**config.mk**
```make
export PLATFORM = sky130hd
export DESIGN_NAME = clock_repl_sel
export DESIGN_NICKNAME = d
export VERILOG_FILES = /design/src/rtl/crs_pkg.sv /design/src/rtl/crs_used_bits.sv /design/src/rtl/crs_ptr_table.sv /design/src/rtl/crs_victim_fsm.sv /design/src/rtl/clock_repl_sel.sv
export SDC_FILE = /design/constraint.sdc
export NUM_CORES = 1
export LEC_CHECK = 0
export CORE_MARGIN = 5
export CORE_UTILIZATION = 41
export DETAILED_ROUTE_END_ITERATION = 8
export PLACE_DENSITY = 0.63
export REMOVE_ABC_BUFFERS = 1
export SLEW_MARGIN = 0
export SYNTH_ARGS = -nofsm -noshare
export SYNTH_HDL_FRONTEND = slang
export SYNTH_HIERARCHICAL = 1
export SYNTH_SLANG_ARGS = --single-unit
```
**constraint.sdc**
```tcl
create_clock -name clk -period 5.03 [get_ports clk]
set_clock_uncertainty 0.1 [all_clocks]
set_input_delay 1.2575 -clock clk [delete_from_list [all_inputs] [get_ports clk]]
set_output_delay 1.2575 -clock clk [all_outputs]
set_load 0.03 [all_outputs]
```
**src/rtl/crs_pkg.sv**
```systemverilog
package crs_pkg;
  typedef enum logic {
    ST_IDLE = 1'b0,
    ST_SCAN = 1'b1
  } scan_st_e;
endpackage

```
**src/rtl/crs_used_bits.sv**
```systemverilog
module crs_used_bits #(
  parameter int WAYS  = 4,
  parameter int SETS  = 16,
  parameter int SET_W = 4,
  parameter int WAY_W = 2
) (
  input  logic             clk,
  input  logic             rst,
  input  logic             acc_en,
  input  logic [SET_W-1:0] acc_set,
  input  logic [WAY_W-1:0] acc_way,
  input  logic             fold_en,
  input  logic [SET_W-1:0] scan_set,
  input  logic             clr_en,
  input  logic [WAY_W-1:0] clr_way,
  output logic [WAYS-1:0]  look_bits
);
  localparam logic [WAYS-1:0] ALL_ONES = {WAYS{1'b1}};

  logic [WAYS-1:0] used_q [SETS];
  logic [WAYS-1:0] upd    [SETS];
  logic [WAYS-1:0] nxt    [SETS];
  logic [WAYS-1:0] acc_hot;
  logic [WAYS-1:0] clr_hot;

  assign acc_hot = WAYS'(1) << acc_way;
  assign clr_hot = WAYS'(1) << clr_way;

  // access update first, scan clear afterwards
  always_comb begin
    for (int s = 0; s < SETS; s++) begin
      upd[s] = used_q[s];
      if (acc_en && acc_set == SET_W'(s)) begin
        if (fold_en && ((used_q[s] | acc_hot) == ALL_ONES))
          upd[s] = acc_hot;
        else
          upd[s] = used_q[s] | acc_hot;
      end
      nxt[s] = upd[s];
      if (clr_en && scan_set == SET_W'(s))
        nxt[s] = upd[s] & ~clr_hot;
    end
  end

  assign look_bits = upd[scan_set];

  always_ff @(posedge clk) begin
    if (rst) begin
      for (int s = 0; s < SETS; s++) used_q[s] <= '0;
    end else begin
      for (int s = 0; s < SETS; s++) used_q[s] <= nxt[s];
    end
  end

  // bookkeeping for the checks below
  logic             acc_d;
  logic [SET_W-1:0] set_d;
  logic [WAY_W-1:0] way_d;
  always_ff @(posedge clk) begin
    if (rst) begin
      acc_d <= 1'b0;
      set_d <= '0;
      way_d <= '0;
    end else begin
      acc_d <= acc_en && !(clr_en && scan_set == acc_set && clr_way == acc_way);
      set_d <= acc_set;
      way_d <= acc_way;
    end
  end

  AST_ACCESS_MARKS: assert property (@(posedge clk) disable iff (rst)
    acc_d |-> used_q[set_d][way_d]);

  AST_CLEAR_ONLY_USED: assert property (@(posedge clk) disable iff (rst)
    clr_en |-> look_bits[clr_way]);

  for (genvar g = 0; g < SETS; g++) begin : g_rst_chk
    AST_RESET_ZERO: assert property (@(posedge clk)
      $past(rst) |-> (used_q[g] == '0));
  end
endmodule

```
**src/rtl/crs_ptr_table.sv**
```systemverilog
module crs_ptr_table #(
  parameter int SETS  = 16,
  parameter int SET_W = 4,
  parameter int WAY_W = 2
) (
  input  logic             clk,
  input  logic             rst,
  input  logic [SET_W-1:0] rd_set,
  output logic [WAY_W-1:0] rd_ptr,
  input  logic             we,
  input  logic [SET_W-1:0] wr_set,
  input  logic [WAY_W-1:0] wr_ptr
);
  logic [WAY_W-1:0] ptr_q [SETS];

  assign rd_ptr = ptr_q[rd_set];

  always_ff @(posedge clk) begin
    if (rst) begin
      for (int s = 0; s < SETS; s++) ptr_q[s] <= '0;
    end else if (we) begin
      ptr_q[wr_set] <= wr_ptr;
    end
  end

  AST_PTR_RESET: assert property (@(posedge clk)
    $past(rst) |-> (ptr_q[0] == '0));
endmodule

```
**src/rtl/crs_victim_fsm.sv**
```systemverilog
module crs_victim_fsm
  import crs_pkg::*;
#(
  parameter int WAYS  = 4,
  parameter int SET_W = 4,
  parameter int WAY_W = 2
) (
  input  logic             clk,
  input  logic             rst,
  input  logic             req,
  input  logic [SET_W-1:0] req_set,
  input  logic [WAYS-1:0]  req_mask,
  input  logic [WAYS-1:0]  look_bits,
  input  logic [WAY_W-1:0] ptr_rd,
  output logic [SET_W-1:0] rd_set,
  output logic [SET_W-1:0] scan_set,
  output logic             clr_en,
  output logic [WAY_W-1:0] clr_way,
  output logic             ptr_we,
  output logic [SET_W-1:0] ptr_wset,
  output logic [WAY_W-1:0] ptr_wdata,
  output logic             done,
  output logic [WAY_W-1:0] victim,
  output logic             busy
);
  localparam int CNT_W = $clog2(WAYS + 1) + 1;

  scan_st_e         st_q;
  logic [SET_W-1:0] set_q;
  logic [WAYS-1:0]  mask_q;
  logic [WAY_W-1:0] cur_q;
  logic [CNT_W-1:0] cnt_q;
  logic             done_q;
  logic [WAY_W-1:0] victim_q;

  logic             any_inv;
  logic [WAY_W-1:0] first_inv;
  logic             take;
  logic             hit_free;

  function automatic logic [WAY_W-1:0] step(input logic [WAY_W-1:0] w);
    return (w == WAY_W'(WAYS - 1)) ? '0 : w + WAY_W'(1);
  endfunction

  always_comb begin
    first_inv = '0;
    for (int i = WAYS - 1; i >= 0; i--)
      if (!req_mask[i]) first_inv = WAY_W'(i);
  end

  assign any_inv  = ~&req_mask;
  assign take     = req && (st_q == ST_IDLE);
  assign hit_free = (st_q == ST_SCAN) && !look_bits[cur_q];

  assign rd_set   = (st_q == ST_IDLE) ? req_set : set_q;
  assign scan_set = set_q;
  assign clr_en   = (st_q == ST_SCAN) && look_bits[cur_q];
  assign clr_way  = cur_q;

  always_comb begin
    ptr_we    = 1'b0;
    ptr_wset  = set_q;
    ptr_wdata = step(cur_q);
    if (take && any_inv) begin
      ptr_we    = 1'b1;
      ptr_wset  = req_set;
      ptr_wdata = step(first_inv);
    end else if (hit_free) begin
      ptr_we = 1'b1;
    end
  end

  always_ff @(posedge clk) begin
    if (rst) begin
      st_q     <= ST_IDLE;
      set_q    <= '0;
      mask_q   <= '0;
      cur_q    <= '0;
      cnt_q    <= '0;
      done_q   <= 1'b0;
      victim_q <= '0;
    end else begin
      done_q <= 1'b0;
      case (st_q)
        ST_IDLE: begin
          if (take) begin
            set_q  <= req_set;
            mask_q <= req_mask;
            cnt_q  <= '0;
            if (any_inv) begin
              victim_q <= first_inv;
              done_q   <= 1'b1;
            end else begin
              cur_q <= ptr_rd;
              st_q  <= ST_SCAN;
            end
          end
        end
        ST_SCAN: begin
          if (hit_free) begin
            victim_q <= cur_q;
            done_q   <= 1'b1;
            st_q     <= ST_IDLE;
          end else begin
            cur_q <= step(cur_q);
            cnt_q <= cnt_q + CNT_W'(1);
          end
        end
        default: st_q <= ST_IDLE;
      endcase
    end
  end

  assign done   = done_q;
  assign victim = victim_q;
  assign busy   = (st_q == ST_SCAN);

  AST_SCAN_BOUND: assert property (@(posedge clk) disable iff (rst)
    (st_q == ST_SCAN) |-> (cnt_q <= CNT_W'(WAYS)));

  AST_INVALID_FIRST: assert property (@(posedge clk) disable iff (rst)
    (done_q && !(&mask_q)) |-> !mask_q[victim_q]);

  AST_DONE_IDLE: assert property (@(posedge clk) disable iff (rst)
    done_q |-> !busy);
endmodule

```
**src/rtl/clock_repl_sel.sv**
```systemverilog
module clock_repl_sel #(
  parameter int WAYS  = 4,
  parameter int SETS  = 16,
  parameter int SET_W = (SETS > 1) ? $clog2(SETS) : 1,
  parameter int WAY_W = (WAYS > 1) ? $clog2(WAYS) : 1
) (
  input  logic             clk,
  input  logic             rst,
  input  logic             acc_en,
  input  logic [SET_W-1:0] acc_set,
  input  logic [WAY_W-1:0] acc_way,
  input  logic             fold_en,
  input  logic             vic_req,
  input  logic [SET_W-1:0] vic_set,
  input  logic [WAYS-1:0]  vic_valid,
  output logic             vic_done,
  output logic [WAY_W-1:0] vic_way,
  output logic             vic_busy
);
  if (WAYS == 1) begin : g_direct
    logic done_q;
    always_ff @(posedge clk) begin
      if (rst) done_q <= 1'b0;
      else     done_q <= vic_req;
    end
    assign vic_done = done_q;
    assign vic_way  = '0;
    assign vic_busy = 1'b0;

    AST_DM_ONE_EDGE: assert property (@(posedge clk) disable iff (rst)
      vic_req |=> vic_done);
  end else begin : g_assoc
    logic [WAYS-1:0]  look_bits;
    logic [SET_W-1:0] rd_set, scan_set, ptr_wset;
    logic [WAY_W-1:0] ptr_rd, clr_way, ptr_wdata;
    logic             clr_en, ptr_we;

    crs_used_bits #(.WAYS(WAYS), .SETS(SETS), .SET_W(SET_W), .WAY_W(WAY_W)) u_used (
      .clk(clk), .rst(rst),
      .acc_en(acc_en), .acc_set(acc_set), .acc_way(acc_way), .fold_en(fold_en),
      .scan_set(scan_set), .clr_en(clr_en), .clr_way(clr_way),
      .look_bits(look_bits)
    );

    crs_ptr_table #(.SETS(SETS), .SET_W(SET_W), .WAY_W(WAY_W)) u_ptr (
      .clk(clk), .rst(rst),
      .rd_set(rd_set), .rd_ptr(ptr_rd),
      .we(ptr_we), .wr_set(ptr_wset), .wr_ptr(ptr_wdata)
    );

    crs_victim_fsm #(.WAYS(WAYS), .SET_W(SET_W), .WAY_W(WAY_W)) u_fsm (
      .clk(clk), .rst(rst),
      .req(vic_req), .req_set(vic_set), .req_mask(vic_valid),
      .look_bits(look_bits), .ptr_rd(ptr_rd),
      .rd_set(rd_set), .scan_set(scan_set),
      .clr_en(clr_en), .clr_way(clr_way),
      .ptr_we(ptr_we), .ptr_wset(ptr_wset), .ptr_wdata(ptr_wdata),
      .done(vic_done), .victim(vic_way), .busy(vic_busy)
    );

    AST_PTR_AFTER_VICTIM: assert property (@(posedge clk) disable iff (rst)
      (ptr_we && !vic_busy && vic_req) |-> (ptr_wset == vic_set));
  end
endmodule

```
==> results of run 1 <==
-- sequential cells by signal, indices dropped and copies added (netlist names) --
| register | count |
|---|---|
| g_assoc.u_used/used_q | 64 |
| g_assoc.u_fsm/victim | 2 |
| g_assoc.u_fsm/done | 1 |
| g_assoc.u_fsm/clr_way | 2 |
| g_assoc.u_fsm/busy | 1 |
| g_assoc.u_ptr/ptr_q | 32 |
| g_assoc.u_fsm/scan_set | 4 |
-- worst register-to-register path: stages (launching register included) --
cell	delay, ns
dfxtp_1	0.80
buf_4	0.28
nand2b_1	0.51
nor2_1	0.16
a21oi_1	0.23
a31oi_1	0.11
a211oi_1	0.23
nand4_1	0.19
mux2i_2	0.26
nand3_1	0.13
nand2_1	0.14
or4b_4	0.52
nor3_4	0.14
or2_2	0.15
-- synthesized netlist by cell type, drive strengths merged (3+ instances only) --
cell	count	area (µm²)
nor2	82	320
dfxtp	74	1480
a211oi	59	443
nand2	53	201
a22oi	47	353
and2	42	263
edfxtp	32	961
buf	28	160
clkbuf	28	105
o21ai	26	130
nand3	22	120
a21oi	19	95.1
nor3	19	100
or2	18	113
mux2	17	195
o211ai	17	128
nor2b	15	93.8
inv	14	52.6
mux2i	13	130
nand4	13	96.3
a221oi	11	103
nand2b	11	68.8
nand3b	11	95.1
o2111ai	11	96.3
a21o	10	75.1
mux4	8	203
a211o	6	52.6
a31oi	6	37.5
nor4	6	37.5
a221o	5	50.1
a32oi	5	51.3
and3	5	31.3
o211a	5	50.1
a22o	4	35.0
o32ai	4	35.0
a31o	3	26.3
and4	3	26.3
nor3b	3	27.5
o22ai	3	25.0
o311a	3	30.0
o311ai	3	26.3
-- path summary, 6_finish.rpt --
kind	from	endpoint
worst min register to register	g_assoc.u_fsm/victim[0]$_SDFFE_PP0P_	g_assoc.u_fsm/victim[0]$_SDFFE_PP0P_
worst min-delay path	g_assoc.u_fsm/victim[0]$_SDFFE_PP0P_	g_assoc.u_fsm/victim[0]$_SDFFE_PP0P_
worst max-delay path	acc_way[0]	g_assoc.u_used/used_q[0][25]$_SDFF_PP0_
worst max register to register	g_assoc.u_fsm/scan_set[1]$_SDFFE_PP0P_	g_assoc.u_ptr/ptr_q[0][0]$_SDFFCE_PN0P_
-- kinds of logic (layout without fill, tap and decap cells) --
logic type               after synthesis  count (layout)  share of synthesized area
AO/OA/AOI/OAI                        259             259                      0.279
XOR/XNOR                               3               3                    0.00376
adder cells (fa/ha/maj)                1               1                    0.00179
buffers and inverters                 71             239                     0.0469
flip-flops                           106             106                      0.350
multiplexers                          38              38                     0.0756
AND/OR/NAND/NOR                      314             314                      0.243
-- routing by layer --
metal | global-route usage | vias up
li1 | - | 3407
met1 | 0.407 | 3757
met2 | 0.425 | 406
met3 | 0.0498 | 65
met4 | 0.107 | 0
met5 | 0 | -
-- layout make-up --
type,count,area [µm²],share of cell area
clock inverter,7,91.3,0.0100
timing repair buffer,209,1690,0.185
tap,220,275,0.0302
multi-input combinational,615,4330,0.476
inverter,14,52.6,0.00577
sequential,106,2440,0.268
clock buffer,9,225,0.0247
-- what timing repair did --
| action | in CTS | in global routing |
|---|---|---|
| resized for setup | 10 | 35 |
| setup buffers | 0 | 3 |
| pin swaps | 1 | 9 |
| gates cloned | 0 | 1 |
| setup endpoints to repair | 29 | 94 |
-- metrics by stage --
step | setup TNS (ns) | cell area [µm²] | worst slack, ns
final | 0 | 9100 | 0.0480
after global routing | 0 | 9100 | 0.0128
after CTS | 0 | 8980 | 0.00816
after detailed placement | -39.74 | 8630 | -0.526
after global placement | -29.71 | 8630 | -0.473
after floorplan | -1.06 | 6710 | -0.146
-- power by group through the flow --
stage,Combinational (mW),Sequential (mW),Clock [mW]
final,0.336,0.915,0.742
after floorplan,0.129,0.935,0
after CTS,0.323,0.915,0.758
after detailed placement,0.320,0.934,0
after global placement,0.317,0.933,0
after global routing,0.352,0.918,0.788
==> reports/results.tsv, run 1 <==
stage	metric	value	unit
status	status	completed	
pwr	Switching Share	0.302	
sta	Final Hold Vio Count	0	
worst_setup_path	Critical Path Fanout Max	13	
clock_tree	clock transition at the registers of the reported paths	0.08	ns
pwr	Power Dens Cells	219	nW/µm²
drt	first drt pass iteration count	6	
drt	# DRC	0	
sta	hold slack	0.399	ns
drt	WL/cell	24.1	µm
worst_setup_path	Startpoint Class	primary input	
global_route	largest net degree at the start of global routing	51	
clock_tree	CTS Buf Count	9	
worst_setup_path	CP peak stage delay	0.46	ns
final_layout	Final Net Count	975	
clock_tree	root buffer cell	clkbuf_16	
placed_design	routability cong.	1.05	
worst_setup_path	critical path depth	17	
worst_setup_path	slowest CP cell	o22ai_2	
synth	post-synthesis instance area	6980	µm²
sta	slew at the pin closest to its max-slew limit	1.18	ns
synth	Seq/Total Area, Yosys	0.350	
final_layout	commonest non-fill, non-tap cell in the layout	buf_4	
synth	yosys warns	6	
synth	main flop type after synthesis	dfxtp_1	
sta	relative slew slack	0.215	
die	CORE AREA	16600	µm²
sta	RSZ-0062 raised after global routing	false	
die	Starting Density	0.420	
worst_setup_path	reg2reg setup slack	0.81	ns
drt	vias	7635	
die	Placement Rows	47	
die	total die area	19700	µm²
pwr	Final Power	1.99	mW
final_layout	# fillers	1529	
global_route	GRT Residual Overflow	0	
synth	syn avg cell area	8.82	µm²
drt	Detail Route Antenna Nets	0	
die	num ports	23	
sta	setup violators final	0	
synth	asr flop ratio synth	0	
global_route	global-route wire length before repair	43500	µm
final_layout	layout cells sized above 1	0.293	
placed_design	PortBufs	22	
sta	Tcrit/Tclk final	0.990	
pwr	Comb pwr share	0.169	
worst_setup_path	critical path's top delay family	compound AO/OA/AOI/OAI gates	
sta	Max Freq	201	MHz
drt	Routed WL	28400	µm
clock_tree	hold buffers post-CTS	0	
drt	met3 routed WL	2460	µm
synth	Synth Instances	792	
worst_setup_path	Buf/Inv on CP	4	
pwr	sequential share of power	0.459	
hold_path	Hold WC Path Type	reg -> reg	
synth	Post-synth EDFFs	32	
die	Die H	141	µm
synth	Netlist cell types	82	
clock_tree	Worst-Skew Late Latency	0.37	ns
final_layout	Final Util	0.547	
placed_design	Post-DP HPWL	21000	µm
clock_tree	deepest clock path buffer count	2	
final_layout	# diodes	0	
clock_tree	TritonCTS clock tree	yes	
final_layout	Non-Filler Instances	1180	
pwr	Sw Pwr	601	µW
global_route	number of antenna violations at the first check in global routing	0	
drt	wl on met1	12600	µm
hold_path	Worst Hold Depth	2	
worst_setup_path	Reg2Reg Depth	13	
clock_tree	H-tree levels	3	
pwr	worst vdd ir	0.162	mV
final_layout	Layout area overhead	30.3	%
pwr	leakage	3.38	nW
clock_tree	Clock Sinks	106	
drt	DR iter-0 viols	915	
synth	number of synthesized register bits	106	
sta	minimum clock period	4.98	ns
worst_setup_path	crit path DAT	5.15	ns
global_route	vias in the first global route	7339	
drt	top routing layer in use	met4	
pwr	clock share of power	0.372	
final_layout	most frequent cells in the layout	buf_4 (179), dfxtp_1 (74), nor2_1 (72), a211oi_1 (58), nand2_1 (52)	
worst_setup_path	worst path cell trace	clkdlybuf4s15_1 -> and2_1 -> buf_12 -> o211a_1 -> o211ai_1 -> buf_4 -> buf_4 -> o21ai_0 -> or2_2 -> a32o_1 -> nand3_1 -> mux2i_2 -> o22ai_2 -> nand2_1 -> nor2_1 -> a21oi_1 -> and2_1	
drt	metal2 WL	12300	µm
drt	routed vias/inst	6.47	
worst_setup_path	Crit Path Category	in -> reg	
worst_setup_path	CP Data Required Time	5.19	ns
worst_setup_path	Critical Path Sink Type	register	
die	Die Wd	141	µm
global_route	gr usage total	0.284	
placed_design	placed insts	1160	
flow_run	max-cap violation count	0	
pwr	P_int	1.39	mW
sta	max-slew violation count	0	
Power figures use the tool's default switching activity.
==> inputs of run 2 (changes only) <==
ABC_CLOCK_PERIOD_IN_PS = 5030   (was unset)
CELL_PAD_IN_SITES_DETAIL_PLACEMENT = 1   (was unset)
CELL_PAD_IN_SITES_GLOBAL_PLACEMENT = 2   (was unset)
CORE_UTILIZATION = 39   (was 41)
PLACE_DENSITY = 0.86   (was 0.63)
SKIP_LAST_GASP = 1   (was unset)
==> reports/results.tsv, run 2 (synthesis gave the netlist of run 1 again) <==
stage	metric	value	unit	change
status	status	completed		unchanged
global_route	vias in the first global route	8270		was 7339
sta	Tcrit/Tclk final	0.977		was 0.990
sta	Max Freq	203	MHz	was 201 MHz
final_layout	Final Util	0.537		was 0.547
clock_tree	clock transition at the registers of the reported paths	0.08	ns	about the same
final_layout	Largest register FFs	64		unchanged
final_layout	Multi-input gate area	4480	µm²	was 4330 µm²
flow_run	max-cap violation count	0		unchanged
worst_setup_path	Critical Path Fanout Max	15		was 13
pwr	leakage	3.56	nW	was 3.38 nW
clock_tree	H-tree levels	3		unchanged
final_layout	# diodes	0		unchanged
worst_setup_path	slowest CP cell	or4b_4		was o22ai_2
worst_setup_path	crit path DAT	4.91	ns	was 5.15 ns
global_route	GRT Residual Overflow	0		unchanged
worst_setup_path	Startpoint Class	primary input		unchanged
global_route	gr usage total	0.308		was 0.284
clock_tree	hold buffers post-CTS	0		unchanged
final_layout	commonest non-fill, non-tap cell in the layout	buf_4		unchanged
final_layout	Layout area overhead	36.7	%	was 30.3%
sta	max-slew violation count	0		unchanged
die	Die Wd	144	µm	was 141 µm
worst_setup_path	Critical Path Sink Type	register		unchanged
final_layout	# fillers	2051		was 1529
sta	Final Hold Vio Count	0		unchanged
clock_tree	TritonCTS clock tree	yes		unchanged
drt	Detail Route Antenna Nets	0		unchanged
placed_design	PortBufs	22		unchanged
die	num ports	23		unchanged
clock_tree	deepest clock path buffer count	2		unchanged
clock_tree	Worst-Skew Late Latency	0.37	ns	about the same
worst_setup_path	CP Data Required Time	5.02	ns	was 5.19 ns
drt	first drt pass iteration count	5		was 6
sta	setup violators final	0		unchanged
die	total die area	20700	µm²	was 19700 µm²
worst_setup_path	Crit Path Category	in -> reg		unchanged
drt	WL/cell	25.9	µm	was 24.1 µm
clock_tree	root buffer cell	clkbuf_16		unchanged
drt	Routed WL	31800	µm	was 28400 µm
global_route	number of antenna violations at the first check in global routing	0		unchanged
final_layout	layout cells sized above 1	0.332		was 0.293
sta	minimum clock period	4.92	ns	was 4.98 ns
die	Placement Rows	49		was 47
global_route	global-route wire length before repair	48900	µm	was 43500 µm
hold_path	Hold WC Path Type	reg -> reg		unchanged
die	Die H	144	µm	was 141 µm
drt	DR iter-0 viols	711		was 915
pwr	Final Power	2.03	mW	was 1.99 mW
worst_setup_path	CP peak stage delay	0.53	ns	was 0.46 ns
drt	vias	7902		was 7635
sta	hold slack	0.390	ns	was 0.399 ns
drt	routed vias/inst	6.45		was 6.47
pwr	Power Dens Cells	213	nW/µm²	was 219 nW/µm²
pwr	worst vdd ir	0.175	mV	was 0.162 mV
final_layout	Final Net Count	1011		was 975
sta	slew at the pin closest to its max-slew limit	1.17	ns	was 1.18 ns
sta	relative slew slack	0.220		was 0.215
die	Starting Density	0.393		was 0.420
final_layout	Reg area	2440	µm²	unchanged
placed_design	routability cong.	1.08		was 1.05
drt	# DRC	0		unchanged
final_layout	register with the most flip-flops	g_assoc.u_used/used_q		unchanged
worst_setup_path	worst path cell trace	clkdlybuf4s50_1 -> buf_12 -> buf_12 -> buf_4 -> inv_1 -> a211o_1 -> a22oi_2 -> a211oi_1 -> or3_1 -> a311o_1 -> mux2i_1 -> buf_4 -> nand3_4 -> nand2_4 -> or4b_4 -> nor3_4 -> or2_4		was clkdlybuf4s15_1 -> and2_1 -> buf_12 -> o211a_1 -> o211ai_1 -> buf_4 -> buf_4 -> o21ai_0 -> or2_2 -> a32o_1 -> nand3_1 -> mux2i_2 -> o22ai_2 -> nand2_1 -> nor2_1 -> a21oi_1 -> and2_1
placed_design	Post-DP HPWL	23100	µm	was 21000 µm
final_layout	most frequent cells in the layout	buf_4 (207), dfxtp_1 (74), nor2_1 (71), a211oi_1 (57), nand2_1 (50)		was buf_4 (179), dfxtp_1 (74), nor2_1 (72), a211oi_1 (58), nand2_1 (52)
clock_tree	CTS Buf Count	9		unchanged
die	CORE AREA	17800	µm²	was 16600 µm²
clock_tree	Clock Sinks	106		unchanged
global_route	largest net degree at the start of global routing	49		was 51
-- run 2: cell types whose count changed in the layout (fill, tap and decap cells not counted), sizes merged --
cell          change
clkbuf            +4
inv               +4
buf              +36
clkinv            -4
dlygate4sd2       +1
dlymetal6s2s      -5
-- run 2: worst paths after layout --
path / end / startpoint / slack [ns] / cells after the start
max reg2reg: g_assoc.u_ptr/ptr_q[0][1]$_SDFFCE_PN0P_ / g_assoc.u_fsm/scan_set[0]$_SDFFE_PP0P_ / 0.77 / 15
min: g_assoc.u_fsm/victim[0]$_SDFFE_PP0P_ / g_assoc.u_fsm/victim[0]$_SDFFE_PP0P_ / 0.39 / 2
min reg2reg: g_assoc.u_fsm/victim[0]$_SDFFE_PP0P_ / g_assoc.u_fsm/victim[0]$_SDFFE_PP0P_ / 0.39 / 2
max: g_assoc.u_ptr/ptr_q[0][1]$_SDFFCE_PN0P_ / fold_en / 0.11 / 17
-- run 2: worst max-delay path: cells and delay by family --
kind / cells / cell delay, ns
AND/OR/NAND/NOR: 6 / 1.49
multiplexers: 1 / 0.13
AO/OA/AOI/OAI: 4 / 0.85
buffers and inverters: 6 / 1.17
-- run 2: layer usage --
layer	global-route usage	share of wire	vias to the layer above
met5	0	0	-
met4	0.132	0.044	0
met3	0.0473	0.067	91
met2	0.517	0.48	370
met1	0.392	0.41	3966
li1	-	-	3475
-- run 2: where the power goes --
part / switching, mW / leakage, nW / total, mW / internal [mW]
logic: 0.215 / 2.48 / 0.365 / 0.150
clock network: 0.389 / 0.150 / 0.748 / 0.360
registers: 0.0180 / 0.930 / 0.916 / 0.898
-- run 2: metrics by stage --
| stage | setup WS [ns] | TNS (ns) | instance area (µm²) | std cells |
|---|---|---|---|---|
| 2_1_floorplan | -0.146 | -1.06 | 6710 | 735 |
| 3_3_place_gp | -1.49 | -157.13 | 8730 | 1181 |
| 3_5_place_dp | -1.61 | -172.91 | 8730 | 1181 |
| 4_1_cts | 0.00403 | 0 | 9380 | 1217 |
| 5_1_grt | -0.00606 | -0.0115 | 9540 | 1225 |
| 6_report | 0.114 | 0 | 9540 | 1225 |
-- run 2: area by class of cell --
cell class | count | area share
multi-input cells | 615 | 0.469
flip-flops and latches | 106 | 0.256
repair buffers | 245 | 0.207
well taps | 229 | 0.0300
clock buffers | 9 | 0.0236
clock inverters | 7 | 0.00852
inverters | 14 | 0.00551
-- run 2: what timing repair did --
item                                    in CTS  in global routing
gates cloned                                 0                  0
pin swaps                                   13                 15
setup buffers                               21                  8
endpoints found under the setup margin     134                 98
gates resized for setup                     55                 34
